### src/rtl/flash_cmd_pkg.sv
package flash_cmd_pkg;

    typedef enum logic [2:0] {
        ST_IDLE  = 3'd0,
        ST_UNLK1 = 3'd1,
        ST_UNLK2 = 3'd2,
        ST_PROG  = 3'd3,
        ST_ERS1  = 3'd4,
        ST_ERS2  = 3'd5,
        ST_ERS3  = 3'd6
    } cmd_state_e;

    typedef enum logic [1:0] {
        SEC_MAIN = 2'd0,
        SEC_PAR2 = 2'd1,
        SEC_PAR1 = 2'd2,
        SEC_BOOT = 2'd3
    } sector_e;

    localparam int CMP_AW = 16;
    localparam int CMP_DW = 8;

    localparam logic [CMP_AW-1:0] KEY_ADDR_A = 16'h5555;
    localparam logic [CMP_AW-1:0] KEY_ADDR_B = 16'h2AAA;

    localparam logic [CMP_DW-1:0] OP_KEY_A   = 8'hAA;
    localparam logic [CMP_DW-1:0] OP_KEY_B   = 8'h55;
    localparam logic [CMP_DW-1:0] OP_PROGRAM = 8'hA0;
    localparam logic [CMP_DW-1:0] OP_ERASE   = 8'h80;
    localparam logic [CMP_DW-1:0] OP_CHIP    = 8'h10;
    localparam logic [CMP_DW-1:0] OP_SECTOR  = 8'h30;
    localparam logic [CMP_DW-1:0] OP_LOCK    = 8'h40;
    localparam logic [CMP_DW-1:0] OP_ID_IN   = 8'h90;
    localparam logic [CMP_DW-1:0] OP_ID_OUT  = 8'hF0;

endpackage

### src/rtl/flash_sync.sv
module flash_sync #(
    parameter int             W       = 4,
    parameter int             STAGES  = 2,
    parameter logic [W-1:0]   RST_VAL = '1
) (
    input  logic         clk,
    input  logic         rst_n,
    input  logic [W-1:0] d,
    output logic [W-1:0] q
);
    logic [W-1:0] chain [STAGES];

    for (genvar s = 0; s < STAGES; s++) begin : g_stage
        if (s == 0) begin : g_first
            always_ff @(posedge clk or negedge rst_n) begin
                if (!rst_n) chain[s] <= RST_VAL;
                else        chain[s] <= d;
            end
        end else begin : g_next
            always_ff @(posedge clk or negedge rst_n) begin
                if (!rst_n) chain[s] <= RST_VAL;
                else        chain[s] <= chain[s-1];
            end
        end
    end

    assign q = chain[STAGES-1];

endmodule

### src/rtl/flash_wr_capture.sv
module flash_wr_capture #(
    parameter int ADDR_W = 19,
    parameter int DATA_W = 16
) (
    input  logic              clk,
    input  logic              rst_n,
    input  logic              ce_n_s,
    input  logic              we_n_s,
    input  logic              oe_n_s,
    input  logic [ADDR_W-1:0] addr,
    input  logic [DATA_W-1:0] dq_in,
    output logic              wr_valid,
    output logic [ADDR_W-1:0] wr_addr,
    output logic [DATA_W-1:0] wr_data
);
    logic both_low;
    logic both_low_q;
    logic armed;

    assign both_low = !ce_n_s && !we_n_s;

    always_ff @(posedge clk or negedge rst_n) begin
        if (!rst_n) begin
            both_low_q <= 1'b0;
            armed      <= 1'b0;
            wr_valid   <= 1'b0;
            wr_addr    <= '0;
            wr_data    <= '0;
        end else begin
            both_low_q <= both_low;
            wr_valid   <= 1'b0;
            if (both_low && !both_low_q) begin
                // later falling enable: take address
                armed   <= oe_n_s;
                wr_addr <= addr;
            end else if (!both_low && both_low_q) begin
                // first rising enable: take data
                if (armed) begin
                    wr_valid <= 1'b1;
                    wr_data  <= dq_in;
                end
                armed <= 1'b0;
            end else if (both_low && !oe_n_s) begin
                armed <= 1'b0;
            end
        end
    end


    wr_single_pulse_chk: assert property (@(posedge clk) disable iff (!rst_n)
        wr_valid |=> !wr_valid);


    wr_after_release_chk: assert property (@(posedge clk) disable iff (!rst_n)
        wr_valid |-> !$past(both_low) && $past(both_low_q));

endmodule

### src/rtl/flash_sector_map.sv
module flash_sector_map
    import flash_cmd_pkg::*;
#(
    parameter int          ADDR_W      = 19,
    parameter int unsigned BOOT_WORDS  = 8192,
    parameter int unsigned PARAM_WORDS = 4096,
    parameter bit          TOP_BOOT    = 1'b1
) (
    input  logic [ADDR_W-1:0] addr,
    output sector_e           sector
);
    localparam longint DEPTH = longint'(1) << ADDR_W;

    if (TOP_BOOT) begin : g_top
        localparam logic [ADDR_W-1:0] BOOT_LO = ADDR_W'(DEPTH - longint'(BOOT_WORDS));
        localparam logic [ADDR_W-1:0] PAR1_LO = ADDR_W'(DEPTH - longint'(BOOT_WORDS) - longint'(PARAM_WORDS));
        localparam logic [ADDR_W-1:0] PAR2_LO = ADDR_W'(DEPTH - longint'(BOOT_WORDS) - 2 * longint'(PARAM_WORDS));
        always_comb begin
            if (addr >= BOOT_LO)      sector = SEC_BOOT;
            else if (addr >= PAR1_LO) sector = SEC_PAR1;
            else if (addr >= PAR2_LO) sector = SEC_PAR2;
            else                      sector = SEC_MAIN;
        end
    end else begin : g_bottom
        localparam logic [ADDR_W-1:0] BOOT_END = ADDR_W'(longint'(BOOT_WORDS));
        localparam logic [ADDR_W-1:0] PAR1_END = ADDR_W'(longint'(BOOT_WORDS) + longint'(PARAM_WORDS));
        localparam logic [ADDR_W-1:0] PAR2_END = ADDR_W'(longint'(BOOT_WORDS) + 2 * longint'(PARAM_WORDS));
        always_comb begin
            if (addr < BOOT_END)      sector = SEC_BOOT;
            else if (addr < PAR1_END) sector = SEC_PAR1;
            else if (addr < PAR2_END) sector = SEC_PAR2;
            else                      sector = SEC_MAIN;
        end
    end

endmodule

### src/rtl/flash_cmd_fsm.sv
module flash_cmd_fsm
    import flash_cmd_pkg::*;
#(
    parameter int ADDR_W = 19,
    parameter int DATA_W = 16
) (
    input  logic              clk,
    input  logic              rst_n,
    input  logic              bus_rst_n_s,
    input  logic              wr_valid,
    input  logic [ADDR_W-1:0] wr_addr,
    input  logic [DATA_W-1:0] wr_data,
    input  sector_e           wr_sector,
    output logic              chip_erase_stb,
    output logic              sector_erase_stb,
    output logic              program_stb,
    output logic              lockout_stb,
    output logic              id_enter_stb,
    output logic              id_exit_stb,
    output logic [ADDR_W-1:0] tgt_addr,
    output logic [DATA_W-1:0] tgt_data,
    output sector_e           tgt_sector,
    output logic              id_mode,
    output logic              boot_locked
);
    cmd_state_e state, nxt_state;

    logic            hit_a, hit_b, boot_hit;
    logic [CMP_DW-1:0] op;
    logic f_chip, f_sect, f_prog, f_lock, f_idin, f_idout;

    assign hit_a    = wr_addr[CMP_AW-1:0] == KEY_ADDR_A;
    assign hit_b    = wr_addr[CMP_AW-1:0] == KEY_ADDR_B;
    assign op       = wr_data[CMP_DW-1:0];
    assign boot_hit = boot_locked && (wr_sector == SEC_BOOT);

    always_comb begin
        nxt_state = state;
        f_chip  = 1'b0;
        f_sect  = 1'b0;
        f_prog  = 1'b0;
        f_lock  = 1'b0;
        f_idin  = 1'b0;
        f_idout = 1'b0;
        if (!bus_rst_n_s) begin
            nxt_state = ST_IDLE;
        end else if (wr_valid) begin
            if (id_mode && op == OP_ID_OUT && state != ST_PROG) begin
                f_idout   = 1'b1;
                nxt_state = ST_IDLE;
            end else begin
                unique case (state)
                    ST_IDLE: begin
                        if (hit_a && op == OP_KEY_A) nxt_state = ST_UNLK1;
                    end
                    ST_UNLK1: begin
                        nxt_state = (hit_b && op == OP_KEY_B) ? ST_UNLK2 : ST_IDLE;
                    end
                    ST_UNLK2: begin
                        nxt_state = ST_IDLE;
                        if (hit_a) begin
                            if (op == OP_PROGRAM)     nxt_state = ST_PROG;
                            else if (op == OP_ERASE)  nxt_state = ST_ERS1;
                            else if (op == OP_ID_IN)  f_idin    = 1'b1;
                            else if (op == OP_ID_OUT) f_idout   = 1'b1;
                        end
                    end
                    ST_PROG: begin
                        nxt_state = ST_IDLE;
                        f_prog    = !boot_hit;
                    end
                    ST_ERS1: begin
                        nxt_state = (hit_a && op == OP_KEY_A) ? ST_ERS2 : ST_IDLE;
                    end
                    ST_ERS2: begin
                        nxt_state = (hit_b && op == OP_KEY_B) ? ST_ERS3 : ST_IDLE;
                    end
                    ST_ERS3: begin
                        nxt_state = ST_IDLE;
                        if (hit_a && op == OP_CHIP)      f_chip = 1'b1;
                        else if (hit_a && op == OP_LOCK) f_lock = 1'b1;
                        else if (op == OP_SECTOR)        f_sect = !boot_hit;
                    end
                    default: nxt_state = ST_IDLE;
                endcase
            end
        end
    end

    // state register
    always_ff @(posedge clk or negedge rst_n) begin
        if (!rst_n) state <= ST_IDLE;
        else        state <= nxt_state;
    end

    // registered outputs
    always_ff @(posedge clk or negedge rst_n) begin
        if (!rst_n) begin
            chip_erase_stb   <= 1'b0;
            sector_erase_stb <= 1'b0;
            program_stb      <= 1'b0;
            lockout_stb      <= 1'b0;
            id_enter_stb     <= 1'b0;
            id_exit_stb      <= 1'b0;
            tgt_addr         <= '0;
            tgt_data         <= '0;
            tgt_sector       <= SEC_MAIN;
            id_mode          <= 1'b0;
            boot_locked      <= 1'b0;
        end else begin
            chip_erase_stb   <= f_chip;
            sector_erase_stb <= f_sect;
            program_stb      <= f_prog;
            lockout_stb      <= f_lock;
            id_enter_stb     <= f_idin;
            id_exit_stb      <= f_idout;
            if (f_prog || f_sect) begin
                tgt_addr   <= wr_addr;
                tgt_data   <= wr_data;
                tgt_sector <= wr_sector;
            end
            if (!bus_rst_n_s)  id_mode <= 1'b0;
            else if (f_idin)   id_mode <= 1'b1;
            else if (f_idout)  id_mode <= 1'b0;
            if (f_lock) boot_locked <= 1'b1;
        end
    end


    one_strobe_chk: assert property (@(posedge clk) disable iff (!rst_n)
        $onehot0({chip_erase_stb, sector_erase_stb, program_stb,
                  lockout_stb, id_enter_stb, id_exit_stb}));


    lock_sticky_chk: assert property (@(posedge clk) disable iff (!rst_n)
        boot_locked |=> boot_locked);


    boot_guard_chk: assert property (@(posedge clk) disable iff (!rst_n)
        (program_stb || sector_erase_stb) |-> !(boot_locked && tgt_sector == SEC_BOOT));


    id_enter_chk: assert property (@(posedge clk) disable iff (!rst_n)
        id_enter_stb |-> id_mode);


    bus_reset_chk: assert property (@(posedge clk) disable iff (!rst_n)
        !bus_rst_n_s |=> (state == ST_IDLE && !id_mode));

endmodule

### src/rtl/flash_cmd_decoder.sv
module flash_cmd_decoder
    import flash_cmd_pkg::*;
#(
    parameter int          ADDR_W      = 19,
    parameter int          DATA_W      = 16,
    parameter int          SYNC_STAGES = 2,
    parameter int unsigned BOOT_WORDS  = 8192,
    parameter int unsigned PARAM_WORDS = 4096,
    parameter bit          TOP_BOOT    = 1'b1
) (
    input  logic              clk,
    input  logic              rst_n,
    input  logic              bus_rst_n,
    input  logic              ce_n,
    input  logic              we_n,
    input  logic              oe_n,
    input  logic [ADDR_W-1:0] addr,
    input  logic [DATA_W-1:0] dq_in,
    output logic              rd_en,
    output logic              standby,
    output logic              chip_erase_stb,
    output logic              sector_erase_stb,
    output logic              program_stb,
    output logic              lockout_stb,
    output logic              id_enter_stb,
    output logic              id_exit_stb,
    output logic [ADDR_W-1:0] tgt_addr,
    output logic [DATA_W-1:0] tgt_data,
    output logic [1:0]        tgt_sector,
    output logic              id_mode,
    output logic              boot_locked
);
    localparam int NCTL = 4;

    logic [NCTL-1:0] ctl_s;
    logic bus_rst_n_s, ce_n_s, we_n_s, oe_n_s;
    logic              wr_valid;
    logic [ADDR_W-1:0] wr_addr;
    logic [DATA_W-1:0] wr_data;
    sector_e           wr_sector;
    sector_e           tgt_sector_e;

    flash_sync #(.W(NCTL), .STAGES(SYNC_STAGES), .RST_VAL('1)) u_sync (
        .clk (clk),
        .rst_n (rst_n),
        .d   ({bus_rst_n, ce_n, we_n, oe_n}),
        .q   (ctl_s)
    );

    assign {bus_rst_n_s, ce_n_s, we_n_s, oe_n_s} = ctl_s;

    assign rd_en   = !ce_n_s && !oe_n_s && we_n_s;
    assign standby = ce_n_s;

    flash_wr_capture #(.ADDR_W(ADDR_W), .DATA_W(DATA_W)) u_cap (
        .clk      (clk),
        .rst_n    (rst_n),
        .ce_n_s   (ce_n_s),
        .we_n_s   (we_n_s),
        .oe_n_s   (oe_n_s),
        .addr     (addr),
        .dq_in    (dq_in),
        .wr_valid (wr_valid),
        .wr_addr  (wr_addr),
        .wr_data  (wr_data)
    );

    flash_sector_map #(
        .ADDR_W(ADDR_W), .BOOT_WORDS(BOOT_WORDS),
        .PARAM_WORDS(PARAM_WORDS), .TOP_BOOT(TOP_BOOT)
    ) u_map (
        .addr   (wr_addr),
        .sector (wr_sector)
    );

    flash_cmd_fsm #(.ADDR_W(ADDR_W), .DATA_W(DATA_W)) u_fsm (
        .clk              (clk),
        .rst_n            (rst_n),
        .bus_rst_n_s      (bus_rst_n_s),
        .wr_valid         (wr_valid),
        .wr_addr          (wr_addr),
        .wr_data          (wr_data),
        .wr_sector        (wr_sector),
        .chip_erase_stb   (chip_erase_stb),
        .sector_erase_stb (sector_erase_stb),
        .program_stb      (program_stb),
        .lockout_stb      (lockout_stb),
        .id_enter_stb     (id_enter_stb),
        .id_exit_stb      (id_exit_stb),
        .tgt_addr         (tgt_addr),
        .tgt_data         (tgt_data),
        .tgt_sector       (tgt_sector_e),
        .id_mode          (id_mode),
        .boot_locked      (boot_locked)
    );

    assign tgt_sector = tgt_sector_e;


    read_excl_chk: assert property (@(posedge clk) disable iff (!rst_n)
        rd_en |-> !standby);

endmodule

### config.mk
export PLATFORM = sky130hd
export DESIGN_NAME = flash_cmd_decoder
export DESIGN_NICKNAME = d
export VERILOG_FILES = /design/src/rtl/flash_cmd_pkg.sv /design/src/rtl/flash_sync.sv /design/src/rtl/flash_wr_capture.sv /design/src/rtl/flash_sector_map.sv /design/src/rtl/flash_cmd_fsm.sv /design/src/rtl/flash_cmd_decoder.sv
export SDC_FILE = /design/constraint.sdc
export NUM_CORES = 1
export LEC_CHECK = 0
export ABC_CLOCK_PERIOD_IN_PS = 3780
export CELL_PAD_IN_SITES_DETAIL_PLACEMENT = 0
export CELL_PAD_IN_SITES_GLOBAL_PLACEMENT = 1
export CORE_MARGIN = 5
export CORE_UTILIZATION = 33
export DETAILED_ROUTE_END_ITERATION = 8
export GPL_TIMING_DRIVEN = 0
export HOLD_SLACK_MARGIN = 0.12
export PLACE_DENSITY_LB_ADDON = 0.1
export SKIP_CTS_REPAIR_TIMING = 1
export SKIP_LAST_GASP = 1
export SYNTH_ARGS = -nofsm -noshare
export SYNTH_HDL_FRONTEND = slang
export SYNTH_SLANG_ARGS = --single-unit
### constraint.sdc
create_clock -name clk -period 3.78 [get_ports clk]
set_input_delay 0.378 -clock clk [delete_from_list [all_inputs] [get_ports clk]]
set_output_delay 0.378 -clock clk [all_outputs]
set_load 0.01 [all_outputs]
==> run_results.csv <==
group,metric,value,unit
run_status,status,"finished, final reports clean",
yosys,synthFlopType,"dfrtp_1",
yosys,yosysSeqAreaShare,60.9,%
routing,viasPerCell,4.86,
setup_path,path_delay_family,"flip-flops",
setup_path,crit_type,"reg -> reg",
global_route,met2_usage,20.6,%
setup_path,critPathMaxFanout,10,
global_route,grt_pass1_wl,15200,µm
placed_design,post-place-ws,1610,ps
cells_and_area,utilization,45.9,%
placed_design,place_hpwl,6690,µm
sta,clock_skew,7.85,ps
yosys,synth_common_cells,"86 x dfrtp_1, 59 x nand2_1, 51 x mux2_2",
clock_tree,path_clk_slew,60,ps
die,die_w,118,µm
cells_and_area,stdcell_count,548,
die,die_y,118,µm
routing,drt-pass1-iter-count,4,
yosys,synth.top_cell.area_share,55.4,%
cells_and_area,drive_above_1_share,22.7,%
clock_tree,tritoncts,"yes",
yosys,synth_edf_count,0,
global_route,overflow,0,
yosys,synth_xor_area_share,0,%
global_route,grt_max_degree,59,
power,powerDensity,463,nW/µm²
routing,wl_per_cell,16.9,µm
sta,period_share,56.8,%
power,fin_total_pwr,0.00244,W
yosys,syn_avg_cell_area,12.9,µm²
yosys,ys_ff_latch,94,
yosys,synthSimpleGateAreaFrac,16.8,%
sta,setup_ws,1630,ps
sta,hold_violations,0,
power,peakVddDrop,0.222,mV
yosys,yosysTopAreaCell,"dfrtp_1",
hold_path,min_path_type,"reg -> reg",
setup_path,critical_path_buf_inv_count,1,
sta,final.min_clock_period,2150,ps
yosys,synthMuxAreaShare,16.4,%
yosys,syn-instance-count,300,
global_route,grtUsageMet3,4.58,%
clock_tree,clock_latency,340,ps
routing,ant_nets,0,
yosys,syn_nets,341,
sta,maxSlewViolCount,0,
sta,setup_tns,0,ps
power,p_leak,2.28,nW
cells_and_area,layout.nets,441,
routing,via_count,2662,
routing,drt_iter0_drc,99,
die,initial_core_util,33.8,%
yosys,yosys_warnings,0,
routing,wl,9250,µm
sta,setup_viol,0,
setup_path,startpoint_type,"register",
clock_tree,cts_buffers,9,
global_route,antenna_found_initial,0,
placed_design,place_congestion,0.756,
yosys,synth_top_family_by_area,"simple AND/OR/NAND/NOR gates",
clock_tree,root_buffer,"clkbuf_16",
placed_design,port-buffer-count,87,
yosys,ys_types,51,
yosys,yosys.area_share.adder,0,%
cells_and_area,antenna_cells_inserted,0,
die,io_pins,88,
cells_and_area,nFillCells,1082,
global_route,grt-busiest-layer,"met2",
cells_and_area,area_delta_synth_final,35.8,%
setup_path,cp.required,4000,ps
sta,relSlewSlack,41.4,%
die,fp-row-count,39,
setup_path,crit_slowest_cell,"dfstp_2",
sta,rsz0062_at_grt,"no",
routing,drc,0,
global_route,track_usage,13.7,%
yosys,synth_area,3880,µm²
job,cap_violations,0,
sta,tightest_slew,874,ps
setup_path,crit_chain,"and2_1, nand3_1, a21oi_4, buf_6, mux2_2",
sta,fmax,0.466,GHz
yosys,ys_top_cells_by_area,"dfrtp_1 55%, mux2_2 15%, nand2_1 5.7%",
die,coreArea,11500,µm²
global_route,grtUsageMet1,18.1,%
die,dieArea,14000,µm²
clock_tree,clock-sinks,94,
yosys,synth.most_common_cell,"dfrtp_1",
clock_tree,htree_levels,3,
setup_path,max_stage_delay,590,ps
clock_tree,max-clock-path-buffers,2,
setup_path,end_kind,"register",
yosys,synth_compound_area_share,3.68,%
placed_design,dp_cells,531,
yosys,async_reset_ff_share,100,%
global_route,grt_pass1_vias,2891,
setup_path,cp_data_arrival_time,2370,ps
-- power breakdown --
part	total, W	switching (W)	leakage (nW)	internal [W]
Sequential	0.00123	0.000111	1.21	0.00112
Combinational	0.000287	0.000143	0.926	0.000145
Clock	0.000923	0.000375	0.146	0.000548
-- cells in the final DEF (no fill, tap or decap), drive strengths merged, types with 2 or more instances in the layout --
| master | count |
|---|---|
| o21ai | 6 |
| inv | 4 |
| nor3b | 2 |
| nor3 | 9 |
| nand2 | 60 |
| nor2 | 5 |
| dfrtp | 86 |
| nor2b | 2 |
| clkdlybuf4s50 | 86 |
| or4 | 2 |
| mux2 | 54 |
| nand4 | 4 |
| and4bb | 2 |
| or4b | 3 |
| nor4 | 4 |
| buf | 8 |
| nor4b | 4 |
| nand3 | 6 |
| a21oi | 2 |
| clkbuf | 17 |
| clkinv | 2 |
| nand4b | 4 |
| nand3b | 2 |
| mux2i | 3 |
| o31ai | 2 |
| dfstp | 8 |
| nand4bb | 2 |
-- sequential cells by signal, indices dropped and copies added, names as in the netlist, 2 cells and up --
register / cells
u_fsm.tgt_sector: 2
u_sync.q: 4
u_cap.wr_data: 16
u_fsm.tgt_addr: 19
u_fsm.tgt_data: 16
u_cap.wr_addr: 19
u_fsm.state: 3
u_sync.chain: 4
-- cells by family after synthesis --
kind of cell | after synthesis
simple gates | 116
flops | 94
mux | 57
compound gates | 18
buf+inv | 15
-- through the flow --
step / instance area (µm²) / hold slack (ps)
after detailed placement: 4960 / 347
after CTS: 5260 / 3.23
final: 5270 / 355
after global placement: 4930 / 346
after global routing: 5270 / 358
after floorplan: 3880 / 82.4
-- worst paths after layout --
| check | slack [ps] | start | depth (start not counted) | endpoint |
|---|---|---|---|---|
| setup / recovery | 1630 | u_sync.q[3] | 5 | u_fsm.tgt_data[8] |
| hold / removal | 360 | u_sync.chain[5] | 0 | u_sync.q[1] |
| setup reg to reg | 1630 | u_sync.q[3] | 5 | u_fsm.tgt_data[8] |
| hold reg to reg | 360 | u_sync.chain[5] | 0 | u_sync.q[1] |
| max in group asynchronous | 2540 | rst_n | 3 | u_sync.q[1] |
| min in group asynchronous | 540 | rst_n | 2 | u_fsm.tgt_addr[4] |
-- routing by layer --
metal / vias up / part of all wire (%)
met4: 0 / 1.7
met3: 14 / 6.0
met5: - / 0
li1: 1264 / -
met1: 1314 / 47
met2: 70 / 46
-- worst register-to-register path, stage by stage (launching register included) --
cell     delay, ps
dfstp_2        590
and2_1         230
nand3_1        170
a21oi_4        440
buf_6          240
mux2_2         350
-- layout make-up --
class	count	area (µm²)	area share (%)
Sequential cell	94	2360	44.8
Multi-Input combinational cell	191	1430	27.2
Timing Repair Buffer	89	906	17.2
Clock buffer	13	260	4.94
Tap cell	143	179	3.40
Buffer	10	66.3	1.26
Clock inverter	3	42.5	0.807
Inverter	5	18.8	0.356
Power figures use the tool's default switching activity.
